File: src/rtl/pap_pkg.sv
package pap_pkg;
    typedef enum logic [1:0] {
        ST_IDLE    = 2'd0,
        ST_FETCH   = 2'd1,
        ST_CAPTURE = 2'd2
    } pap_state_e;

    localparam int PTR_RD_BIT   = 13;
    localparam int PTR_INC_BIT  = 14;
    localparam int PTR_RXS_BIT  = 15;
    localparam int DATA_W       = 16;
endpackage

File: src/rtl/pap_pointer.sv
module pap_pointer #(
    parameter int OFF_W = 11
) (
    input  logic             clk,
    input  logic             rst_n,
    input  logic             ld,
    input  logic [15:0]      ld_val,
    input  logic             adv,
    input  logic             adv_word,
    output logic [OFF_W-1:0] off,
    output logic             rd_intent,
    output logic             auto_inc,
    output logic             rx_sel
);
    import pap_pkg::*;

    localparam logic [OFF_W-1:0] STEP_BYTE = OFF_W'(1);
    localparam logic [OFF_W-1:0] STEP_WORD = OFF_W'(2);

    logic unused_ptr_bits;
    assign unused_ptr_bits = ^ld_val[PTR_RD_BIT-1:OFF_W];

    always_ff @(posedge clk) begin
        if (!rst_n) begin
            off       <= '0;
            rd_intent <= 1'b0;
            auto_inc  <= 1'b0;
            rx_sel    <= 1'b0;
        end else if (ld) begin
            off       <= ld_val[OFF_W-1:0];
            rd_intent <= ld_val[PTR_RD_BIT];
            auto_inc  <= ld_val[PTR_INC_BIT];
            rx_sel    <= ld_val[PTR_RXS_BIT];
        end else if (adv) begin
            if (adv_word)
                off <= {off[OFF_W-1:1], 1'b0} + STEP_WORD;
            else
                off <= off + STEP_BYTE;
        end
    end

    AST_HOLD_WITHOUT_ADV: assert property (@(posedge clk) disable iff (!rst_n)
        (!ld && !adv) |=> $stable(off));
endmodule

File: src/rtl/pap_addr.sv
module pap_addr #(
    parameter int PKT_NUM_W = 4,
    parameter int OFF_W     = 11,
    localparam int RAM_AW   = PKT_NUM_W + OFF_W - 1
) (
    input  logic                 rx_sel,
    input  logic [PKT_NUM_W-1:0] rx_head_pkt,
    input  logic [PKT_NUM_W-1:0] tx_pkt_num,
    input  logic [OFF_W-1:0]     off,
    output logic [RAM_AW-1:0]    word_addr,
    output logic                 lane
);
    logic [PKT_NUM_W-1:0] pkt;

    always_comb begin
        pkt       = rx_sel ? rx_head_pkt : tx_pkt_num;
        word_addr = {pkt, off[OFF_W-1:1]};
        lane      = off[0];
    end
endmodule

File: src/rtl/pap_ctrl.sv
module pap_ctrl (
    input  logic        clk,
    input  logic        rst_n,
    input  logic        ptr_wr,
    input  logic        ptr_rd_bit,
    input  logic        dat_rd,
    input  logic        dat_wr,
    input  logic        dat_word,
    input  logic [15:0] dat_wdata,
    input  logic        rd_intent,
    input  logic        auto_inc,
    input  logic        lane,
    input  logic [15:0] ram_rdata,
    output logic        busy,
    output logic        adv,
    output logic        ram_en,
    output logic        ram_we,
    output logic [1:0]  ram_be,
    output logic [15:0] ram_wdata,
    output logic [15:0] dat_rdata
);
    import pap_pkg::*;

    pap_state_e state, state_nx;
    logic [DATA_W-1:0] pf_q;
    logic acc;

    assign acc = (state == ST_IDLE) && !ptr_wr &&
                 (dat_wr || (dat_rd && rd_intent));
    assign adv = acc && auto_inc;

    always_comb begin
        state_nx = state;
        if (ptr_wr) begin
            state_nx = ptr_rd_bit ? ST_FETCH : ST_IDLE;
        end else begin
            unique case (state)
                ST_IDLE:    state_nx = (acc && rd_intent) ? ST_FETCH : ST_IDLE;
                ST_FETCH:   state_nx = ST_CAPTURE;
                ST_CAPTURE: state_nx = ST_IDLE;
                default:    state_nx = ST_IDLE;
            endcase
        end
    end

    always_ff @(posedge clk) begin
        if (!rst_n) state <= ST_IDLE;
        else        state <= state_nx;
    end

    always_ff @(posedge clk) begin
        if (!rst_n)                    pf_q <= '0;
        else if (state == ST_CAPTURE)  pf_q <= ram_rdata;
    end

    always_comb begin
        ram_en    = 1'b0;
        ram_we    = 1'b0;
        ram_be    = 2'b00;
        ram_wdata = dat_word ? dat_wdata : {dat_wdata[7:0], dat_wdata[7:0]};
        busy      = (state != ST_IDLE);
        dat_rdata = dat_word ? pf_q : {8'h00, (lane ? pf_q[15:8] : pf_q[7:0])};
        unique case (state)
            ST_IDLE: begin
                if (acc && dat_wr) begin
                    ram_en = 1'b1;
                    ram_we = 1'b1;
                    ram_be = dat_word ? 2'b11 : (lane ? 2'b10 : 2'b01);
                end
            end
            ST_FETCH: begin
                ram_en = 1'b1;
                ram_be = 2'b11;
            end
            ST_CAPTURE: ;
            default: ;
        endcase
    end

    AST_FETCH_TO_CAPTURE: assert property (@(posedge clk) disable iff (!rst_n)
        (state == ST_FETCH && !ptr_wr) |=> (state == ST_CAPTURE));
    AST_CAPTURE_TO_IDLE: assert property (@(posedge clk) disable iff (!rst_n)
        (state == ST_CAPTURE && !ptr_wr) |=> !busy);
endmodule

File: src/rtl/pkt_access_port.sv
module pkt_access_port #(
    parameter int PKT_NUM_W = 4,
    parameter int WIN_BYTES = 2048,
    localparam int OFF_W    = $clog2(WIN_BYTES),
    localparam int RAM_AW   = PKT_NUM_W + OFF_W - 1
) (
    input  logic                 clk,
    input  logic                 rst_n,
    input  logic                 ptr_wr,
    input  logic [15:0]          ptr_wdata,
    input  logic                 dat_rd,
    input  logic                 dat_wr,
    input  logic                 dat_word,
    input  logic [15:0]          dat_wdata,
    output logic [15:0]          dat_rdata,
    output logic                 busy,
    input  logic [PKT_NUM_W-1:0] rx_head_pkt,
    input  logic [PKT_NUM_W-1:0] tx_pkt_num,
    output logic                 ram_en,
    output logic                 ram_we,
    output logic [1:0]           ram_be,
    output logic [RAM_AW-1:0]    ram_addr,
    output logic [15:0]          ram_wdata,
    input  logic [15:0]          ram_rdata
);
    import pap_pkg::*;

    logic [OFF_W-1:0] off;
    logic rd_intent, auto_inc, rx_sel, adv, lane;

    pap_pointer #(.OFF_W(OFF_W)) u_ptr (
        .clk(clk), .rst_n(rst_n), .ld(ptr_wr), .ld_val(ptr_wdata),
        .adv(adv), .adv_word(dat_word), .off(off),
        .rd_intent(rd_intent), .auto_inc(auto_inc), .rx_sel(rx_sel)
    );

    pap_addr #(.PKT_NUM_W(PKT_NUM_W), .OFF_W(OFF_W)) u_addr (
        .rx_sel(rx_sel), .rx_head_pkt(rx_head_pkt), .tx_pkt_num(tx_pkt_num),
        .off(off), .word_addr(ram_addr), .lane(lane)
    );

    pap_ctrl u_ctrl (
        .clk(clk), .rst_n(rst_n), .ptr_wr(ptr_wr),
        .ptr_rd_bit(ptr_wdata[PTR_RD_BIT]),
        .dat_rd(dat_rd), .dat_wr(dat_wr), .dat_word(dat_word),
        .dat_wdata(dat_wdata), .rd_intent(rd_intent), .auto_inc(auto_inc),
        .lane(lane), .ram_rdata(ram_rdata), .busy(busy), .adv(adv),
        .ram_en(ram_en), .ram_we(ram_we), .ram_be(ram_be),
        .ram_wdata(ram_wdata), .dat_rdata(dat_rdata)
    );

    AST_PTR_STARTS_FETCH: assert property (@(posedge clk) disable iff (!rst_n)
        (ptr_wr && ptr_wdata[PTR_RD_BIT]) |=> (ram_en && !ram_we));
    AST_WRITE_HAS_LANE: assert property (@(posedge clk) disable iff (!rst_n)
        ram_we |-> (ram_en && ram_be != 2'b00));
    AST_NOINTENT_READ_HOLDS: assert property (@(posedge clk) disable iff (!rst_n)
        (dat_rd && !dat_wr && !ptr_wr && !rd_intent) |=> $stable(off));
    AST_BUSY_BLOCKS_WRITE: assert property (@(posedge clk) disable iff (!rst_n)
        (busy && dat_wr) |-> !ram_we);
endmodule

File: config.mk
export PLATFORM = sky130hd
export DESIGN_NAME = pkt_access_port
export DESIGN_NICKNAME = d
export VERILOG_FILES = /design/src/rtl/pap_pkg.sv /design/src/rtl/pap_pointer.sv /design/src/rtl/pap_addr.sv /design/src/rtl/pap_ctrl.sv /design/src/rtl/pkt_access_port.sv
export SDC_FILE = /design/constraint.sdc
export NUM_CORES = 1
export LEC_CHECK = 0
export BUFFER_PORTS_ARGS = -buffer_cell sky130_fd_sc_hd__buf_2
export CORE_AREA = 2 2 90 92
export DETAILED_ROUTE_END_ITERATION = 12
export DIE_AREA = 0 0 92 94
export GPL_TIMING_DRIVEN = 0
export HOLD_SLACK_MARGIN = 0.06
export PLACE_DENSITY_LB_ADDON = 0.08
export SYNTH_ARGS = -nofsm -noshare
export SYNTH_HDL_FRONTEND = slang
export SYNTH_SLANG_ARGS = --single-unit
export TNS_END_PERCENT = 5
File: constraint.sdc
create_clock -name clk -period 7.4 [get_ports clk]
set_clock_uncertainty 0.15 [all_clocks]
set_input_delay 1.48 -clock clk [delete_from_list [all_inputs] [get_ports clk]]
set_output_delay 1.48 -clock clk [all_outputs]
set_load 0.02 [all_outputs]
Word-level counts from Yosys, hierarchy flattened
Cells that the tools add are included. W data, S select, Z words.

Add/sub/neg operators: 2. Reductions and logical operators: 11. Equal/unequal tests: 2. Mux-type cells: 18.

Operators with widths (count): $mux W11 (3); $mux W16 (2); $add A11 B1 Y11 const B (1); $add A11 B2 Y11 const B (1); $mux W2 (4); $mux W8 (1); $pmux W2 S2 (2); $logic_and A1 B1 Y1 (6); $mux W1 (4); $mux W4 (1); $reduce_bool A2 Y1 (2); $eq A2 B1 Y1 const B (1); $eq A2 B2 Y1 const B (1); $logic_not A2 Y1 (1); $pmux W1 S2 (1); $logic_not A1 Y1 (1); $logic_or A1 B1 Y1 (1).

Bits of input ports: 62. Register bits after elaboration: 32. Logic and storage cells: 39. Output and inout port bits: 51.

Longest topological paths before layout
Depth in word-level cells: 7. Gate-level depth with buffers: 6. Gate-level depth less buffers: 5.

By module
From an unflattened synthesis, not the netlist that was laid out.

Cell total of the unflattened synthesis: 232. Area, all modules: 1996.9 µm².

By module, submodules not included: pap_ctrl (instances 1, cells an instance 128, seq. area each 360.3 µm², area each 1114.8 µm²); pap_pointer (instances 1, cells an instance 89, seq. area each 280.3 µm², area each 754.5 µm²); pap_addr (instances 1, cells an instance 15, seq. area each 0.0 µm², area each 127.6 µm²).

Worst setup path before layout
No wires, ideal clock.

Kind: in2out. Start point: in dat_word. End point: out ram_be[0]. Data arrival time: 2511 ps. Path slack: 3259 ps. Path buffers: 2. Cell stages on the path: 5. Data required time: 5770 ps. Cell sequence: clkbuf_1 > nor2b_1 > clkbuf_1 > nand2b_1 > a21oi_1.

Longest elaborated chain between the ends: 3.

Ends and longest elaborated chain: start, declared (RTL line pkt_access_port.sv:13) `input logic dat_word,`; $mux W2 (RTL line pap_ctrl.sv:68) `ram_be = dat_word ? 2'b11 : (lane ? 2'b10 : 2'b01);`; $mux W2 (RTL line pap_ctrl.sv:65) `if (acc && dat_wr) begin`; $pmux W2 S2 (RTL line pap_ctrl.sv:63) `unique case (state)`; end, declared (RTL line pkt_access_port.sv:21) `output logic [1:0] ram_be,`.

No other way between the ends.

Final worst setup path
Start point: in dat_word. End point: out dat_rdata[7].

Longest elaborated chain between the ends: 1.

Ends and longest elaborated chain: $mux W16 (RTL line pap_ctrl.sv:62) `dat_rdata = dat_word ? pf_q : {8'h00, (lane ? pf_q[15:8] : pf_q[7:0])};`; end, declared (RTL line pkt_access_port.sv:15) `output logic [15:0] dat_rdata,`.

No other way between the ends.

==> flow_metrics.env <==
export IMPL_clkTransAtPathRegs_ps=70
export IMPL_cts_root_buffer="clkbuf_8"
export IMPL_synthMuxAreaShare=0.167
export IMPL_grt_setup_unrepaired="false"
export IMPL_required_ps=5770
export IMPL_synth_nets=288
export IMPL_period_share=0.602
export IMPL_rows=32
export IMPL_crit_type="in2out"
export IMPL_gp_congestion=0.719
export IMPL_setup_tns_ps=0
export IMPL_crit_chain="clkbuf_1 -> nor2b_1 -> clkbuf_1 -> mux2_2 -> buf_2"
export IMPL_dr_total_vias=1909
export IMPL_ioPinCount=113
export IMPL_status="complete, no violations"
export IMPL_min_delay_start="u_ctrl.pf_q[1]$_SDFFE_PN0N_"
export IMPL_clk_latency_ps=290
export IMPL_layout_nets=403
export IMPL_vdd_drop_max_mv=0.0606
export IMPL_fin_cells=441
export IMPL_drv_cap=0
export IMPL_fp_dieW_um=92
export IMPL_final_cell_mix="buf_2 (109), nand2_1 (40), dfxtp_1 (32), mux2_2 (20), a21boi_0 (20)"
export IMPL_grt_pass1_wl_mm=9.07
export IMPL_cts_num_sinks=32
export IMPL_initial_core_util=0.249
export IMPL_synth_xor_area_frac=0.0139
export IMPL_drive_gt1_frac=0.442
export IMPL_synthSimpleGateAreaFrac=0.229
export IMPL_dr_pass1_iters=4
export IMPL_hold_path_class="reg2reg"
export IMPL_postCtsSetupBuffers=0
export IMPL_setup_viol=0
export IMPL_max_slew_worst_pin_slew_ps=613
export IMPL_seq_area_frac_synth=0.339
export IMPL_core_area_um2=7610
export IMPL_stdcell_area_um2=2640
export IMPL_globalRouteTotalUtil=0.133
export IMPL_cts_tree="yes"
export IMPL_die_area_um2=8650
export IMPL_drc_errors=0
export IMPL_syn_area_um2=1890
export IMPL_cp_max_fo=9
export IMPL_diodes=0
export IMPL_start_kind="input pin"
export IMPL_antenna_found_initial=0
export IMPL_synth_ff_type="dfxtp_1"
export IMPL_multiInputGateArea_um2=1110
export IMPL_cts_buffers=5
export IMPL_fmax_ghz=0.224
export IMPL_hpwl_mm=4.34
export IMPL_synth_compound_area_frac=0.164
export IMPL_p_leak_nw=1.19
export IMPL_critPathMaxStageDelay_ps=440
export IMPL_htreeDepth=2
export IMPL_yosys_area_top_type_share=0.339
export IMPL_reg2reg_from="u_ctrl.state[1]$_SDFF_PP0_"
export IMPL_netlist_instances=224
export IMPL_yosys_area_top_type="dfxtp_1"
export IMPL_final_max_slew_violation_count=0
export IMPL_synthTopCellsByArea="dfxtp_1 (34%), mux2_2 (12%), a21boi_0 (7.9%)"
export IMPL_synth_seq_cells=32
export IMPL_grt_overflow=0
export IMPL_synthAdderAreaFrac=0.0132
export IMPL_grt_pass1_vias=1808
export IMPL_cts_resized=0
export IMPL_die_h_um=94
export IMPL_crit_buf_inv=3
export IMPL_synthArstFlopShare=0
export IMPL_crit_path_end_kind="output port"
export IMPL_finalHoldViolCount=0
export IMPL_critical_path_top_delay_family="buffers and inverters"
export IMPL_dp_cells=434
export IMPL_vias_per_cell=4.33
export IMPL_hold_slack_ps=314
export IMPL_synth_avg_cell_area_um2=8.44
export IMPL_clockBufferDepth=2
export IMPL_ant_nets=0
export IMPL_synth_cell_types=38
export IMPL_grt_max_degree=11
export IMPL_holdBufCountCts=0
export IMPL_crit_slowest_cell="clkbuf_1"
export IMPL_cp_startpoint="dat_word"
export IMPL_synth_edf_count=0
export IMPL_min_period_ps=4460
export IMPL_portBuffers=108
export IMPL_ys_warn_count=0
export IMPL_routed_wl_mm=5.68
export IMPL_relSlewSlack=0.592
export IMPL_num_fill_cells=869
export IMPL_synth_top_family_by_area="simple AND/OR/NAND/NOR gates"
export IMPL_seq_area_um2=641
export IMPL_wl_per_cell_um=12.9
export IMPL_arrival_ps=2830
export IMPL_power_density_nw_per_um2=156
export IMPL_syn_to_final_growth_pct=39.6
export IMPL_place_area_um2=2560
export IMPL_layout_commonest_cell="buf_2"
export IMPL_crit_top_cell="clkbuf_1"
export IMPL_drtIter0Drc=53
per-stage QoR:
stage          worst slack (ps)  total power [mW]   util
6_report                   2940             0.411  0.347
3_3_place_gp               2900             0.283  0.336
3_5_place_dp               2890             0.283  0.336
4_1_cts                    2890             0.419  0.347
2_1_floorplan              3260             0.244      -
5_1_grt                    2770             0.436  0.347
worst min-delay path, cell delays in order (launching register included):
cell and delay (ps):
dfxtp_1 310, nand2_1 40, a21boi_0 60
per-layer routing:
metal,part of all wire,up-vias,wire (um),GRT usage
li1,-,995,-,-
met1,0.46,832,2610,0.174
met2,0.45,77,2580,0.216
met3,0.079,5,446,0.0401
met4,0.0076,0,43,0.0336
met5,0,-,0,0
final cells by class:
| class | instances | area share |
|---|---|---|
| plain buffers | 21 | 0.0445 |
| clock buffers | 5 | 0.0261 |
| clock inverters | 2 | 0.00474 |
| inverters | 6 | 0.00853 |
| multi-input cells | 165 | 0.420 |
| flip-flops and latches | 32 | 0.243 |
| well taps | 102 | 0.0483 |
| repair buffers | 108 | 0.205 |
cell families (layout without fill, tap and decap cells):
logic type                 count (synthesis)  after routing
and+or+nand+nor                           84             84
adders and majority gates                  2              2
xor gates and xnor gates                   3              3
buffers and inverters                     27            142
muxes                                     29             29
DFF                                       32             32
AOI/OAI and AO/OA                         47             47
path summary, 6_finish.rpt:
| check | slack [ps] | to | cells past startpoint |
|---|---|---|---|
| max | 2940 | dat_rdata[7] | 5 |
| min | 310 | u_ctrl.pf_q[1]$_SDFFE_PN0N_ | 2 |
| max reg2reg | 5170 | u_ptr.off[9]$_SDFFE_PN0P_ | 4 |
| min reg2reg | 310 | u_ctrl.pf_q[1]$_SDFFE_PN0N_ | 2 |
flip-flops by register name, summed over array words and instances (netlist names):
register,flops
u_ctrl.pf_q,16
u_ctrl.state,2
u_ptr.auto_inc,1
u_ptr.off,11
u_ptr.rd_intent,1
u_ptr.rx_sel,1
power by group:
group          internal, mW  total, mW  switching (mW)
Sequential            0.179      0.186         0.00739
Clock                0.0637      0.134          0.0699
Combinational        0.0419     0.0913          0.0494
Total                 0.284      0.411           0.127
cells in the mapped netlist (3+ instances only):
library cell	n
nand3_1	4
clkbuf_1	10
nor2b_1	7
mux2i_1	9
and2_1	8
xnor2_1	3
inv_1	6
nand2_1	40
a21boi_0	20
a21oi_1	7
nor2_1	7
mux2_2	20
buf_4	8
dfxtp_1	32
o21ai_0	11
nor3_1	3
No activity file was read; power rests on OpenSTA's default activity.
